<file path="config.mk">
export PLATFORM = sky130hd
export DESIGN_NAME = rdet_sched
export DESIGN_NICKNAME = d
export VERILOG_FILES = /design/src/rtl/rdet_pkg.sv /design/src/rtl/rdet_timer.sv /design/src/rtl/rdet_seq.sv /design/src/rtl/rdet_flags.sv /design/src/rtl/rdet_sched.sv
export SDC_FILE = /design/constraint.sdc
export NUM_CORES = 1
export LEC_CHECK = 0
export ABC_AREA = 1
export BUFFER_PORTS_ARGS = -buffer_cell sky130_fd_sc_hd__buf_2
export CAP_MARGIN = 20
export CELL_PAD_IN_SITES_DETAIL_PLACEMENT = 0
export CELL_PAD_IN_SITES_GLOBAL_PLACEMENT = 2
export CORE_MARGIN = 8
export CORE_UTILIZATION = 33
export DETAILED_ROUTE_END_ITERATION = 8
export GPL_TIMING_DRIVEN = 0
export HOLD_SLACK_MARGIN = 0.15
export PLACE_DENSITY_LB_ADDON = 0.1
export SETUP_SLACK_MARGIN = 0.4
export SLEW_MARGIN = 20
export SYNTH_ARGS = -nofsm -noshare
export SYNTH_HDL_FRONTEND = slang
export SYNTH_HIERARCHICAL = 1
export SYNTH_SLANG_ARGS = --single-unit
</file>
<file path="constraint.sdc">
create_clock -name clk -period 5.7 [get_ports clk]
set_input_delay 0 -clock clk [delete_from_list [all_inputs] [get_ports clk]]
set_output_delay 0 -clock clk [all_outputs]
set_load 0.005 [all_outputs]
</file>
<file path="src/rtl/rdet_pkg.sv">
package rdet_pkg;

    localparam int CODE_W = 8;
    localparam int PIN_W  = 3;
    localparam int N_PINS = 4;

    typedef enum logic [1:0] {
        ST_IDLE = 2'd0,
        ST_MEAS = 2'd1,
        ST_WAIT = 2'd2
    } seq_st_e;

    typedef enum logic [1:0] {
        IV_ONCE  = 2'b00,
        IV_SHORT = 2'b01,
        IV_MID   = 2'b10,
        IV_LONG  = 2'b11
    } intv_e;

    typedef struct packed {
        logic [PIN_W-1:0] pin;
        logic             rng;
    } meas_cfg_t;

    function automatic logic pin_ok(input logic [PIN_W-1:0] code);
        return (code >= 3'd1) && (code <= 3'd4);
    endfunction

    function automatic logic [N_PINS-1:0] pin_mask(input logic [PIN_W-1:0] code);
        logic [N_PINS-1:0] m;
        m = '0;
        if (pin_ok(code)) m[code - 3'd1] = 1'b1;
        return m;
    endfunction

endpackage

</file>
<file path="src/rtl/rdet_timer.sv">
module rdet_timer #(
    parameter int TICK_CYC = 100000,
    parameter int MS_SHORT = 100,
    parameter int MS_MID   = 1000,
    parameter int MS_LONG  = 10000
) (
    input  logic       clk,
    input  logic       rst,
    input  logic       load,
    input  logic [1:0] intv,
    input  logic       run,
    output logic       expire
);
    import rdet_pkg::*;

    localparam int PRE_W = $clog2(TICK_CYC + 1);
    localparam int MS_W  = $clog2(MS_LONG + 1);

    logic [PRE_W-1:0] pre_q;
    logic [MS_W-1:0]  ms_q;
    logic [MS_W-1:0]  tgt_q;
    logic [MS_W-1:0]  tgt_sel;
    logic             tick;

    always_comb begin
        case (intv_e'(intv))
            IV_SHORT: tgt_sel = MS_W'(MS_SHORT);
            IV_MID:   tgt_sel = MS_W'(MS_MID);
            IV_LONG:  tgt_sel = MS_W'(MS_LONG);
            default:  tgt_sel = MS_W'(1);
        endcase
    end

    assign tick   = run && (pre_q == PRE_W'(TICK_CYC - 1));
    assign expire = tick && (ms_q == tgt_q - MS_W'(1));

    always_ff @(posedge clk) begin
        if (rst) begin
            pre_q <= '0;
            ms_q  <= '0;
            tgt_q <= MS_W'(1);
        end else if (load) begin
            pre_q <= '0;
            ms_q  <= '0;
            tgt_q <= tgt_sel;
        end else if (run) begin
            if (tick) begin
                pre_q <= '0;
                ms_q  <= ms_q + MS_W'(1);
            end else begin
                pre_q <= pre_q + PRE_W'(1);
            end
        end
    end

    // the millisecond count never passes the interval length
    p_ms_bound_r9: assert property (@(posedge clk) disable iff (rst)
        (run && !load) |-> (ms_q < tgt_q));

endmodule

</file>
<file path="src/rtl/rdet_seq.sv">
module rdet_seq
    import rdet_pkg::*;
(
    input  logic                 clk,
    input  logic                 rst,
    input  logic                 en_wr,
    input  logic                 en_val,
    input  logic [PIN_W-1:0]     pin_sel,
    input  logic                 rng,
    input  logic [1:0]           intv,
    input  logic                 meas_done,
    input  logic                 meas_low,
    input  logic                 expire,
    output logic                 en_o,
    output logic                 start_o,
    output logic                 load_o,
    output logic                 run_o,
    output logic                 accept_o,
    output meas_cfg_t            cfg_o,
    output logic [N_PINS-1:0]    sw_open_o
);
    seq_st_e   st_q, st_n;
    logic      en_q;
    logic      start_q;
    logic      go;
    logic      clr_en;
    meas_cfg_t cfg_q;

    always_comb begin
        st_n   = st_q;
        go     = 1'b0;
        clr_en = 1'b0;
        load_o = 1'b0;
        case (st_q)
            ST_IDLE: begin
                if (en_q) begin
                    if (pin_ok(pin_sel)) begin
                        st_n = ST_MEAS;
                        go   = 1'b1;
                    end else begin
                        clr_en = 1'b1;
                    end
                end
            end
            ST_MEAS: begin
                if (meas_done) begin
                    if (meas_low || intv_e'(intv) == IV_ONCE) begin
                        clr_en = 1'b1;
                        st_n   = ST_IDLE;
                    end else if (!en_q) begin
                        st_n = ST_IDLE;
                    end else begin
                        st_n   = ST_WAIT;
                        load_o = 1'b1;
                    end
                end
            end
            ST_WAIT: begin
                if (!en_q) begin
                    st_n = ST_IDLE;
                end else if (expire) begin
                    st_n = ST_MEAS;
                    go   = 1'b1;
                end
            end
            default: st_n = ST_IDLE;
        endcase
    end

    always_ff @(posedge clk) begin
        if (rst) begin
            st_q    <= ST_IDLE;
            en_q    <= 1'b0;
            start_q <= 1'b0;
            cfg_q   <= '{pin: 3'b001, rng: 1'b0};
        end else begin
            st_q    <= st_n;
            start_q <= go;
            if (go && st_q == ST_IDLE) cfg_q <= '{pin: pin_sel, rng: rng};
            if (en_wr)       en_q <= en_val;
            else if (clr_en) en_q <= 1'b0;
        end
    end

    assign en_o      = en_q;
    assign start_o   = start_q;
    assign run_o     = (st_q == ST_WAIT);
    assign accept_o  = (st_q == ST_MEAS) && meas_done;
    assign cfg_o     = cfg_q;
    assign sw_open_o = (st_q == ST_MEAS) ? pin_mask(cfg_q.pin) : '0;

    // start is a single-cycle pulse
    p_start_single_r2: assert property (@(posedge clk) disable iff (rst)
        start_o |=> !start_o);
    // at most one pin is forced open
    p_open_onehot_r2: assert property (@(posedge clk) disable iff (rst)
        $onehot0(sw_open_o));
    // an invalid pin code never launches a measurement
    p_bad_pin_r3: assert property (@(posedge clk) disable iff (rst)
        (st_q == ST_IDLE && en_q && !pin_ok(pin_sel) && !en_wr) |=> (!en_o && !start_o));
    // a low reading disarms detection
    p_low_disarm_r7: assert property (@(posedge clk) disable iff (rst)
        (accept_o && meas_low && !en_wr) |=> !en_o);
    // a cleared enable in the wait state yields no start
    p_cancel_r10: assert property (@(posedge clk) disable iff (rst)
        (st_q == ST_WAIT && !en_q) |=> !start_o);

endmodule

</file>
<file path="src/rtl/rdet_flags.sv">
module rdet_flags
    import rdet_pkg::*;
(
    input  logic              clk,
    input  logic              rst,
    input  logic              accept,
    input  logic [CODE_W-1:0] code,
    input  logic              low,
    input  logic              rd_clr,
    input  logic              mask_done,
    input  logic              mask_low,
    output logic [CODE_W-1:0] result_o,
    output logic              done_flag_o,
    output logic              low_flag_o,
    output logic              irq_o
);
    logic [CODE_W-1:0] res_q;
    logic              done_q;
    logic              low_q;

    always_ff @(posedge clk) begin
        if (rst) begin
            res_q  <= '1;
            done_q <= 1'b0;
            low_q  <= 1'b0;
        end else begin
            if (accept) res_q <= code;
            if (accept)      done_q <= 1'b1;
            else if (rd_clr) done_q <= 1'b0;
            if (accept && low) low_q <= 1'b1;
            else if (rd_clr)   low_q <= 1'b0;
        end
    end

    assign result_o    = res_q;
    assign done_flag_o = done_q;
    assign low_flag_o  = low_q;
    assign irq_o       = (done_q && !mask_done) || (low_q && !mask_low);

    // the result only moves on an accepted done
    p_result_hold_r4: assert property (@(posedge clk) disable iff (rst)
        !accept |=> $stable(result_o));
    // every accepted done raises the completion flag
    p_done_set_r5: assert property (@(posedge clk) disable iff (rst)
        accept |=> done_flag_o);
    // a read-clear with no new result empties both flags
    p_rd_clr_r11: assert property (@(posedge clk) disable iff (rst)
        (rd_clr && !accept) |=> (!done_flag_o && !low_flag_o));

endmodule

</file>
<file path="src/rtl/rdet_sched.sv">
module rdet_sched #(
    parameter int TICK_CYC = 100000,
    parameter int MS_SHORT = 100,
    parameter int MS_MID   = 1000,
    parameter int MS_LONG  = 10000
) (
    input  logic       clk,
    input  logic       rst,
    input  logic       en_wr_i,
    input  logic       en_val_i,
    input  logic [2:0] pin_sel_i,
    input  logic       range_i,
    input  logic [1:0] intv_i,
    input  logic [7:0] thresh_i,
    input  logic       rd_clr_i,
    input  logic       mask_done_i,
    input  logic       mask_low_i,
    input  logic       meas_done_i,
    input  logic [7:0] meas_code_i,
    output logic       meas_start_o,
    output logic [2:0] meas_pin_o,
    output logic       meas_range_o,
    output logic [3:0] sw_open_o,
    output logic       en_o,
    output logic [7:0] result_o,
    output logic       done_flag_o,
    output logic       low_flag_o,
    output logic       irq_o
);
    import rdet_pkg::*;

    logic      meas_low;
    logic      load;
    logic      run;
    logic      expire;
    logic      accept;
    meas_cfg_t cfg;

    assign meas_low = (meas_code_i < thresh_i);

    rdet_seq u_seq (
        .clk       (clk),
        .rst       (rst),
        .en_wr     (en_wr_i),
        .en_val    (en_val_i),
        .pin_sel   (pin_sel_i),
        .rng       (range_i),
        .intv      (intv_i),
        .meas_done (meas_done_i),
        .meas_low  (meas_low),
        .expire    (expire),
        .en_o      (en_o),
        .start_o   (meas_start_o),
        .load_o    (load),
        .run_o     (run),
        .accept_o  (accept),
        .cfg_o     (cfg),
        .sw_open_o (sw_open_o)
    );

    rdet_timer #(
        .TICK_CYC (TICK_CYC),
        .MS_SHORT (MS_SHORT),
        .MS_MID   (MS_MID),
        .MS_LONG  (MS_LONG)
    ) u_timer (
        .clk    (clk),
        .rst    (rst),
        .load   (load),
        .intv   (intv_i),
        .run    (run),
        .expire (expire)
    );

    rdet_flags u_flags (
        .clk         (clk),
        .rst         (rst),
        .accept      (accept),
        .code        (meas_code_i),
        .low         (meas_low),
        .rd_clr      (rd_clr_i),
        .mask_done   (mask_done_i),
        .mask_low    (mask_low_i),
        .result_o    (result_o),
        .done_flag_o (done_flag_o),
        .low_flag_o  (low_flag_o),
        .irq_o       (irq_o)
    );

    assign meas_pin_o   = cfg.pin;
    assign meas_range_o = cfg.rng;

    // the scale seen by the engine is steady while a measurement runs
    p_range_hold_r13: assert property (@(posedge clk) disable iff (rst)
        (sw_open_o != 4'b0) |=> $stable(meas_range_o) || meas_start_o);

endmodule

</file>
-- Word level (Yosys, flattened, before mapping)
Cells that the tools add are included.
- divide/modulo/power cells: 0
- reductions and logical operators: 22
- muxes and demuxes: 33
- equality and inequality tests: 11
- multipliers: 0
- add/sub/neg operators: 4
- bitwise gates (word level): 0
- magnitude comparators: 7
- shift-type cells: 0
- operators by type and width (cell ; number):
    $pmux 14 s3 ; 1
    $mux 1 ; 18
    $add 17x1->17 const B ; 1
    $eq 17x17->1 const B ; 1
    $mux 17 ; 1
    $add 14x1->14 const B ; 1
    $eq 14x14->1 ; 1
    $mux 2 ; 7
    $sub 14x1->14 const B ; 1
    $logic_and 1x1->1 ; 10
    $ge 3x1->1 const B ; 3
    $lt 8x8->1 ; 1
    $mux 4 ; 2
    $eq 2x2->1 const B ; 3
    $le 3x3->1 const B ; 2
    $pmux 2 s3 ; 1
    $reduce_bool 2->1 ; 3
    $eq 2x1->1 const B ; 2
    $logic_not 2->1 ; 2
    $ne 2x1->1 const B ; 2
    $pmux 1 s2 ; 2
    $reduce_and 4->1 ; 1
    $lt 3x3->1 const B ; 1
    $ne 3x3->1 const B ; 1
    other kinds (7) ; 9
- bits in read-only memories: 0
- flip-flop bits (word level): 63
- bits of input ports: 30
- memory bits (writable): 0
- output and inout port bits: 21
- latch bits: 0
- memories: 0
- logic and storage cells: 88

-- Depth between registers and ports, before layout
Gate-level depths: netlist of the first run.
- depth in word-level cells: 7
- mapped depth: 20
- mapped depth without buffers: 20

-- By module
Netlist of the first run, hierarchy kept.
- modules (own cells, without submodules) (module ; instances ; seq. area each (um^2) ; area each (um^2) ; cells each):
    rdet_timer ; 1 ; 740.7 ; 2418.6 ; 398
    rdet_seq ; 1 ; 160.2 ; 524.3 ; 89
    rdet_flags ; 1 ; 200.2 ; 372.9 ; 47
    rdet_sched ; 1 ; 0.0 ; 183.9 ; 31

-- Worst setup path before layout of the first run
OpenSTA, ideal clock, no wires.
- path type: reg2reg
- start: reg u_seq.st_q[0]
- end: reg u_seq.cfg_q, in the netlist u_seq/cfg_o[1]
- setup time: 120 ps
- path slack: 3865 ps
- cell stages (with the launch flop): 20
- path buffers: 1
- data arrival time: 1714 ps
- required time: 5580 ps
- cells stage by stage: dfxtp_1 inv_1 nand2_2 inv_1 buf_6 nand2_1 nor2_1 nand2_1 nor2_2 nand3_1 nor2_1 nand2_1 nor2_1 inv_1 nand2_1 nor2_1 nor2_2 nand3_2 nand2_1 nand3_1
- longest elaborated chain between the ends: 7
- elaborated cells between the ends (all ways): 8
- classes of those cells: eq/ne (1); mux (3); reduce/logical (4)
- ends and longest elaborated chain (element ; RTL line ; text):
    start, declared ; rdet_seq.sv:22 ; seq_st_e st_q, st_n;
    start signal, assigned ; rdet_seq.sv:77 ; st_q <= st_n;
    $eq 2x2->1 ; rdet_seq.sv:87 ; assign run_o = (st_q == ST_WAIT);
    via run ; rdet_sched.sv:34 ; logic run;
    $logic_and 1x1->1 ; rdet_timer.sv:34 ; assign tick = run && (pre_q == PRE_W'(TICK_CYC - 1));
    $logic_and 1x1->1 ; rdet_timer.sv:35 ; assign expire = tick && (ms_q == tgt_q - MS_W'(1));
    via expire ; rdet_sched.sv:35 ; logic expire;
    $mux 1 ; rdet_seq.sv:61 ; end else if (expire) begin
    $mux 1 ; rdet_seq.sv:59 ; if (!en_q) begin
    $pmux 1 s2 ; rdet_seq.sv:34 ; case (st_q)
    $logic_and 1x1->1 ; rdet_seq.sv:79 ; if (go && st_q == ST_IDLE) cfg_q <= '{pin: pin_sel, rng: rng};
    end signal, assigned ; rdet_seq.sv:75 ; cfg_q <= '{pin: 3'b001, rng: 1'b0};
    end signal, assigned ; rdet_seq.sv:79 ;
    end, declared ; rdet_seq.sv:27 ; meas_cfg_t cfg_q;
The timed path passes the listed nets, and every way through them passes these cells.
A chain may end at the register's enable or synchronous reset.

-- Final worst setup path of the first run
- start: in meas_code_i[7]
- end: reg u_timer.tgt_q[9]
- longest elaborated chain between the ends: 5
- ends and longest elaborated chain (element ; RTL line ; text):
    start, declared ; rdet_sched.sv:19 ; input logic [7:0] meas_code_i,
    $lt 8x8->1 ; rdet_sched.sv:39 ; assign meas_low = (meas_code_i < thresh_i);
    via meas_low ; rdet_sched.sv:32 ; logic meas_low;
    $logic_or 1x1->1 ; rdet_seq.sv:47 ; if (meas_low || intv_e'(intv) == IV_ONCE) begin
    $mux 1 ; rdet_seq.sv:47 ;
    $mux 1 ; rdet_seq.sv:46 ; if (meas_done) begin
    $mux 1 ; rdet_seq.sv:34 ;
    via load ; rdet_sched.sv:33 ; logic load;
    end signal, assigned ; rdet_timer.sv:45 ; tgt_q <= tgt_sel;
    end, declared ; rdet_timer.sv:21 ; logic [MS_W-1:0] tgt_q;
The timed path passes the listed nets, and every way through them passes these cells.

==> flow_summary_export.csv, run 1 <==
group,metric,value,unit
status,status,"finished clean",
cts,cts_buffers,5,
cts,insertion_delay,0.31,ns
critical_path,r2r_cells,19,
global_route,antenna_found_initial,0,
floorplanning,pin_count,51,
flow_run,cap_viol_max_count,0,
timing,fin_crit,2.62,ns
routing,drc,0,
timing,max_slew_margin,0.636,
cts,cts.sinks,55,
timing,rsz0062_at_grt,"false",
cts,clkTransAtPathRegs,0.10,ns
critical_path,worstSetupPathType,"primary input to flip-flop",
yosys,synth.yosys.seq_area_share,0.315,
routing,ant_nets,0,
critical_path,worstPathMaxFanout,10,
cells_and_area,n_antenna_cell,0,
timing,tightest_slew,0.546,ns
global_route,grt-ovfl-total,0,
hold_path,worstHoldPathType,"primary input to flip-flop",
routing,post_drt_via_cell_ratio,4.57,
yosys,syn_avg_cell_area,6.19,um^2
floorplanning,die_h,119,um
placement,portBuffers,50,
timing,fin_setup_tns,0,ns
cells_and_area,area_growth,21.3,%
floorplanning,core_region_area,10300,um^2
yosys,yosys_warnings,6,
critical_path,critPathCaptureType,"flip-flop",
routing,wl_per_cell,11.8,um
yosys,syn_nets,610,
global_route,grt_pass1_wl,16.2,mm
cts,clockRootBuffer,"clkbuf_8",
yosys,syn_inst,565,
timing,timing.fmax,381,MHz
cells_and_area,nFillCells,1095,
timing,final-hold-violation-count,0,
pwr,finalPower,0.000775,W
routing,drt_wl_total,9.20,mm
pwr,cellPowerDensity,182,nW/um^2
global_route,grt_use_total,0.134,
global_route,first_global_vias,3522,
global_route,grt_max_degree,18,
pwr,power_leakage,1.93,nW
yosys,yosysUniqueCellTypes,34,
yosys,synth-seq-cells,55,
yosys,synth-async-reset-ratio,0,
critical_path,cp.arrival,2.85,ns
timing,skew,0.00860,ns
timing,slew_viol_final,0,
timing,post-route-period-util,0.460,
critical_path,cp-start-kind,"primary input",
cts,post_cts_buffers,0,
routing,drt_iter0_drc,222,
critical_path,cp.required,5.93,ns
hold_path,holdPathStages,4,
cts,cts_tree,"built",
floorplanning,die-area,14200,um^2
cts,cts.htree.levels,2,
yosys,synth_edf_count,0,
yosys,synth_area,3500,um^2
routing,first_pass_iters,5,
floorplanning,initial_core_util,0.339,
routing,vias,3559,
cts,clock_path_buffers,2,
floorplanning,fp.dieW,119,um
floorplanning,rows,37,
cells_and_area,nNetsFinal,686,
yosys,synth_top_flop_cell,"dfxtp_1",
cells_and_area,finalCoreUtilization,0.411,
timing,setup_violations,0,
placement,gp_congestion,0.769,
pwr,peakVddDrop,101,uV
placement,dpl.hpwl,7.40,mm
cells_and_area,drive_gt1_frac,0.146,
[cells in the mapped netlist (6+ instances only)]
| master | instances | area share |
|---|---|---|
| inv_2 | 6 | 0.0064 |
| nor2_1 | 78 | 0.084 |
| dfxtp_1 | 55 | 0.31 |
| nand3_1 | 51 | 0.073 |
| nor3_1 | 12 | 0.017 |
| ha_1 | 15 | 0.054 |
| nand4_1 | 11 | 0.020 |
| inv_1 | 81 | 0.087 |
| nand2_1 | 169 | 0.18 |
| o21ai_0 | 13 | 0.019 |
| a21oi_1 | 24 | 0.034 |
| nand2_2 | 6 | 0.011 |
[layer usage]
| metal | up-vias | global-route usage | part of all wire |
|---|---|---|---|
| met2 | 54 | 0.225 | 0.45 |
| li1 | 1928 | - | - |
| met3 | 2 | 0.0255 | 0.035 |
| met1 | 1575 | 0.176 | 0.51 |
| met5 | - | 0 | 0 |
| met4 | 0 | 0.0245 | 0.0041 |
[stage by stage]
step                      cell area [um^2]  instances  setup WS (ns)  hold slack, ns
final                                 4250        778           3.08           0.205
after floorplan                       3500        565           3.87          0.0604
after CTS                             4250        778           3.04           0.187
after global routing                  4250        778           2.78           0.208
after global placement                3920        751           3.27           0.230
after detailed placement              3920        751           3.25           0.235
[sequential cells by signal (all words and copies together) (netlist names)]
register / cells
u_flags/low_flag_o: 1
u_seq/cfg_o: 4
u_timer/tgt_q: 6
u_seq/en_o: 1
u_seq/st_q: 2
u_timer/pre_q: 17
u_flags/done_flag_o: 1
u_flags/result_o: 8
u_seq/start_o: 1
u_timer/ms_q: 14
[layout by cell type (no fill, tap or decap), types with 3 or more instances in the layout]
cell,count
nand2_1,169
inv_1,81
nor2_1,78
dfxtp_1,55
buf_2,51
nand3_1,51
a21oi_1,24
dlygate4sd3_1,19
ha_1,15
o21ai_0,13
nor3_1,12
nand4_1,11
inv_2,6
nand2_2,6
clkbuf_8,5
nor2_2,5
xor2_1,5
a211oi_1,4
a21oi_2,3
nor2_4,3
o22ai_1,3
[worst max-delay path, cell delays in order]
cell	delay [ns]
dlygate4sd3_1	0.54
buf_2	0.13
ha_1	0.28
a21oi_1	0.16
o21ai_0	0.11
a21oi_1	0.22
o21bai_1	0.18
nor3_2	0.05
nand2_1	0.09
inv_1	0.10
nor2_1	0.31
inv_1	0.16
clkbuf_1	0.30
o21ai_0	0.22
[cells by family (layout without fill, tap and decap cells)]
kind of cell	count (synthesis)	in the layout	synth area share
AOI/OAI and AO/OA	51	51	0.0812
DFF	55	55	0.315
xor gates and xnor gates	6	6	0.0150
adders and majority gates	15	15	0.0536
buffers and inverters	94	171	0.107
and+or+nand+nor	344	344	0.428
[power by group]
group	internal, W	switching, W	total, W
logic	0.0000338	0.0000404	0.0000742
registers	0.000388	0.00000262	0.000391
clock network	0.000175	0.000134	0.000310
total	0.000597	0.000177	0.000775
[path summary, 6_finish.rpt]
check	from	end	slack [ns]
worst max-delay path	meas_code_i[7]	u_timer/tgt_q[9]	3.08
worst max register to register	u_seq/st_q[1]	u_seq/cfg_o[0]	3.41
worst min-delay path	intv_i[1]	u_timer/tgt_q[10]	0.20
worst min register to register	u_flags/result_o[7]	u_flags/result_o[7]	0.47
[timing repair]
item                      CTS  global route
hold buffers               19             0
gates resized for setup     0             0
hold endpoints to repair   23             0
[final cells by class]
type	instances	area (um^2)	area share
clock buffer	5	68.8	0.0162
inverter	89	339	0.0798
sequential	55	1100	0.259
timing repair buffer	69	440	0.104
clock inverter	3	67.6	0.0159
multi-input combinational	416	2020	0.476
buffer	5	36.3	0.00854
tap	136	170	0.0401
No activity file was read; power rests on OpenSTA's default activity.
==> inputs of run 2 (changes only) <==
--- a/config.mk
+++ b/config.mk
@@ -11,7 +11,7 @@
 export CELL_PAD_IN_SITES_DETAIL_PLACEMENT = 0
 export CELL_PAD_IN_SITES_GLOBAL_PLACEMENT = 2
 export CORE_MARGIN = 8
-export CORE_UTILIZATION = 33
+export CORE_UTILIZATION = 30
 export DETAILED_ROUTE_END_ITERATION = 8
 export GPL_TIMING_DRIVEN = 0
 export HOLD_SLACK_MARGIN = 0.15
==> constraint.sdc (replaced) <==
create_clock -name clk -period 2.5 [get_ports clk]
set_input_delay 0 -clock clk [delete_from_list [all_inputs] [get_ports clk]]
set_output_delay 0 -clock clk [all_outputs]
set_load 0.005 [all_outputs]
==> flow_summary_export.csv, run 2 (same netlist as run 1, synthesis figures left out) <==
group,metric,value,unit
timing,rsz0062_at_grt,"true",
floorplanning,initial_core_util,0.306,
cells_and_area,largest_reg_flops,17,
routing,ant_nets,0,
hold_path,worstHoldPathType,"primary input to flip-flop",
timing,fin_crit,2.02,ns
critical_path,worstSetupPathType,"flip-flop to flip-flop",
cells_and_area,n_antenna_cell,0,
critical_path,critPathCaptureType,"flip-flop",
timing,setup_ws,0.476,ns
cts,clkTransAtPathRegs,0.08,ns
floorplanning,die_h,124,um
global_route,grt_max_degree,18,
status,status,"finished clean",
placement,placedCellCount,758,
critical_path,r2r_cells,17,
cts,cts_buffers,5,
global_route,antenna_found_initial,0,
cts,cts_tree,"built",
cts,insertion_delay,0.30,ns
floorplanning,rows,39,
cells_and_area,top_register,"u_timer/pre_q",
placement,portBuffers,50,
timing,timing.fmax,494,MHz
cells_and_area,nFillCells,1253,
placement,gp_congestion,0.776,
floorplanning,die-area,15400,um^2
flow_run,cap_viol_max_count,0,
timing,skew,0.00825,ns
cts,cts.htree.levels,2,
critical_path,cp.arrival,2.27,ns
timing,post-route-period-util,0.810,
floorplanning,fp.dieW,124,um
global_route,first_global_vias,3406,
critical_path,cp.required,2.75,ns
timing,slew_viol_final,0,
routing,drt_iter0_drc,143,
global_route,grt_pass1_wl,16.2,mm
cells_and_area,final_cell_mix,"168 x nand2_1, 76 x inv_1, 72 x nor2_1",
cells_and_area,area_growth,25.6,%
global_route,grt-ovfl-total,0,
routing,first_pass_iters,4,
cells_and_area,drive_gt1_frac,0.186,
critical_path,rrSetupSlack,0.48,ns
cts,cts.sinks,55,
timing,tightest_slew,0.411,ns
placement,placed_cell_area,3930,um^2
cells_and_area,layout_commonest_cell,"nand2_1",
timing,fin_setup_tns,0,ns
floorplanning,pin_count,51,
timing,setup_violations,0,
routing,post_drt_via_cell_ratio,4.48,
cells_and_area,nNetsFinal,694,
placement,dpl.hpwl,7.61,mm
floorplanning,core_region_area,11400,um^2
timing,final-hold-violation-count,0,
pwr,cellPowerDensity,415,nW/um^2
placement,place_ws,0.0144,ns
critical_path,cp-start-kind,"flip-flop",
routing,drc,0,
critical_path,worstPathMaxFanout,4,
pwr,peakVddDrop,406,uV
routing,vias,3550,
cells_and_area,design_area,4390,um^2
global_route,grt_use_total,0.133,
routing,drt_wl_total,9.83,mm
cells_and_area,fin_cells,793,
cells_and_area,multiInputGateArea,2070,um^2
cts,clock_path_buffers,2,
routing,wl_per_cell,12.4,um
timing,max_slew_margin,0.725,
cells_and_area,register_area,1110,um^2
cts,clockRootBuffer,"clkbuf_16",
hold_path,holdPathStages,4,
pwr,power_leakage,1.99,nW
run 2: cell count changes in the layout (fill, tap and decap cells not counted), sizes merged:
cell    delta
bufinv     -2
buf        +7
clkbuf     +2
clkinv     +1
run 2: worst max-delay path, cell delays in order (launching register included):
cell and delay [ns]:
dfxtp_2 0.36, inv_4 0.05, ha_4 0.26, xor2_1 0.14, nand2_1 0.07, nor2_2 0.13
nand2_1 0.07, nor2_2 0.11, nand2_1 0.06, nor2_2 0.15, inv_2 0.06, nand2_2 0.06
nor2_2 0.04, nor2_2 0.08, nand3_2 0.11, nand2_1 0.10, inv_1 0.04, nor2_1 0.07
run 2: per-layer routing:
layer	share of wire	up-vias	global-route usage
li1	-	1949	-
met1	0.50	1530	0.176
met2	0.44	64	0.209
met3	0.047	7	0.0331
met4	0.011	0	0.0379
met5	0	-	0
run 2: through the flow:
step	hold WS [ns]	total power (W)	util
after floorplan	0.0604	0.000998	-
after global placement	0.233	0.00106	0.344
after detailed placement	0.244	0.00106	0.344
after global routing	0.215	0.00191	0.385
after CTS	0.190	0.00186	0.380
final	0.197	0.00183	0.385
run 2: final cells by class:
cell class / instances / area share
inverters: 89 / 0.0777
plain buffers: 5 / 0.00911
flip-flops and latches: 55 / 0.252
multi-input cells: 416 / 0.471
repair buffers: 77 / 0.114
well taps: 143 / 0.0407
clock inverters: 2 / 0.00370
clock buffers: 6 / 0.0316
run 2: power by group:
group | internal, W | switching [W]
combinational | 0.0000803 | 0.0000949
clock | 0.000402 | 0.000358
sequential | 0.000883 | 0.00000614
total | 0.00137 | 0.000459
run 2: path summary, 6_finish.rpt:
check / startpoint / to
worst max-delay path: u_timer/tgt_q[0] / u_seq/cfg_o[0]
worst min-delay path: intv_i[0] / u_timer/tgt_q[2]
worst max register to register: u_timer/tgt_q[0] / u_seq/cfg_o[0]
worst min register to register: u_flags/result_o[7] / u_flags/result_o[7]
run 2: repair_timing:
| action | 4_1_cts | 5_1_grt |
|---|---|---|
| endpoints found under the hold margin | 22 | 0 |
| gates cloned | 0 | 0 |
| endpoints found under the setup margin | 16 | 32 |
| pin swaps | 6 | 14 |
| setup buffers | 4 | 4 |
| resized for setup | 15 | 10 |
| hold buffers | 19 | 0 |
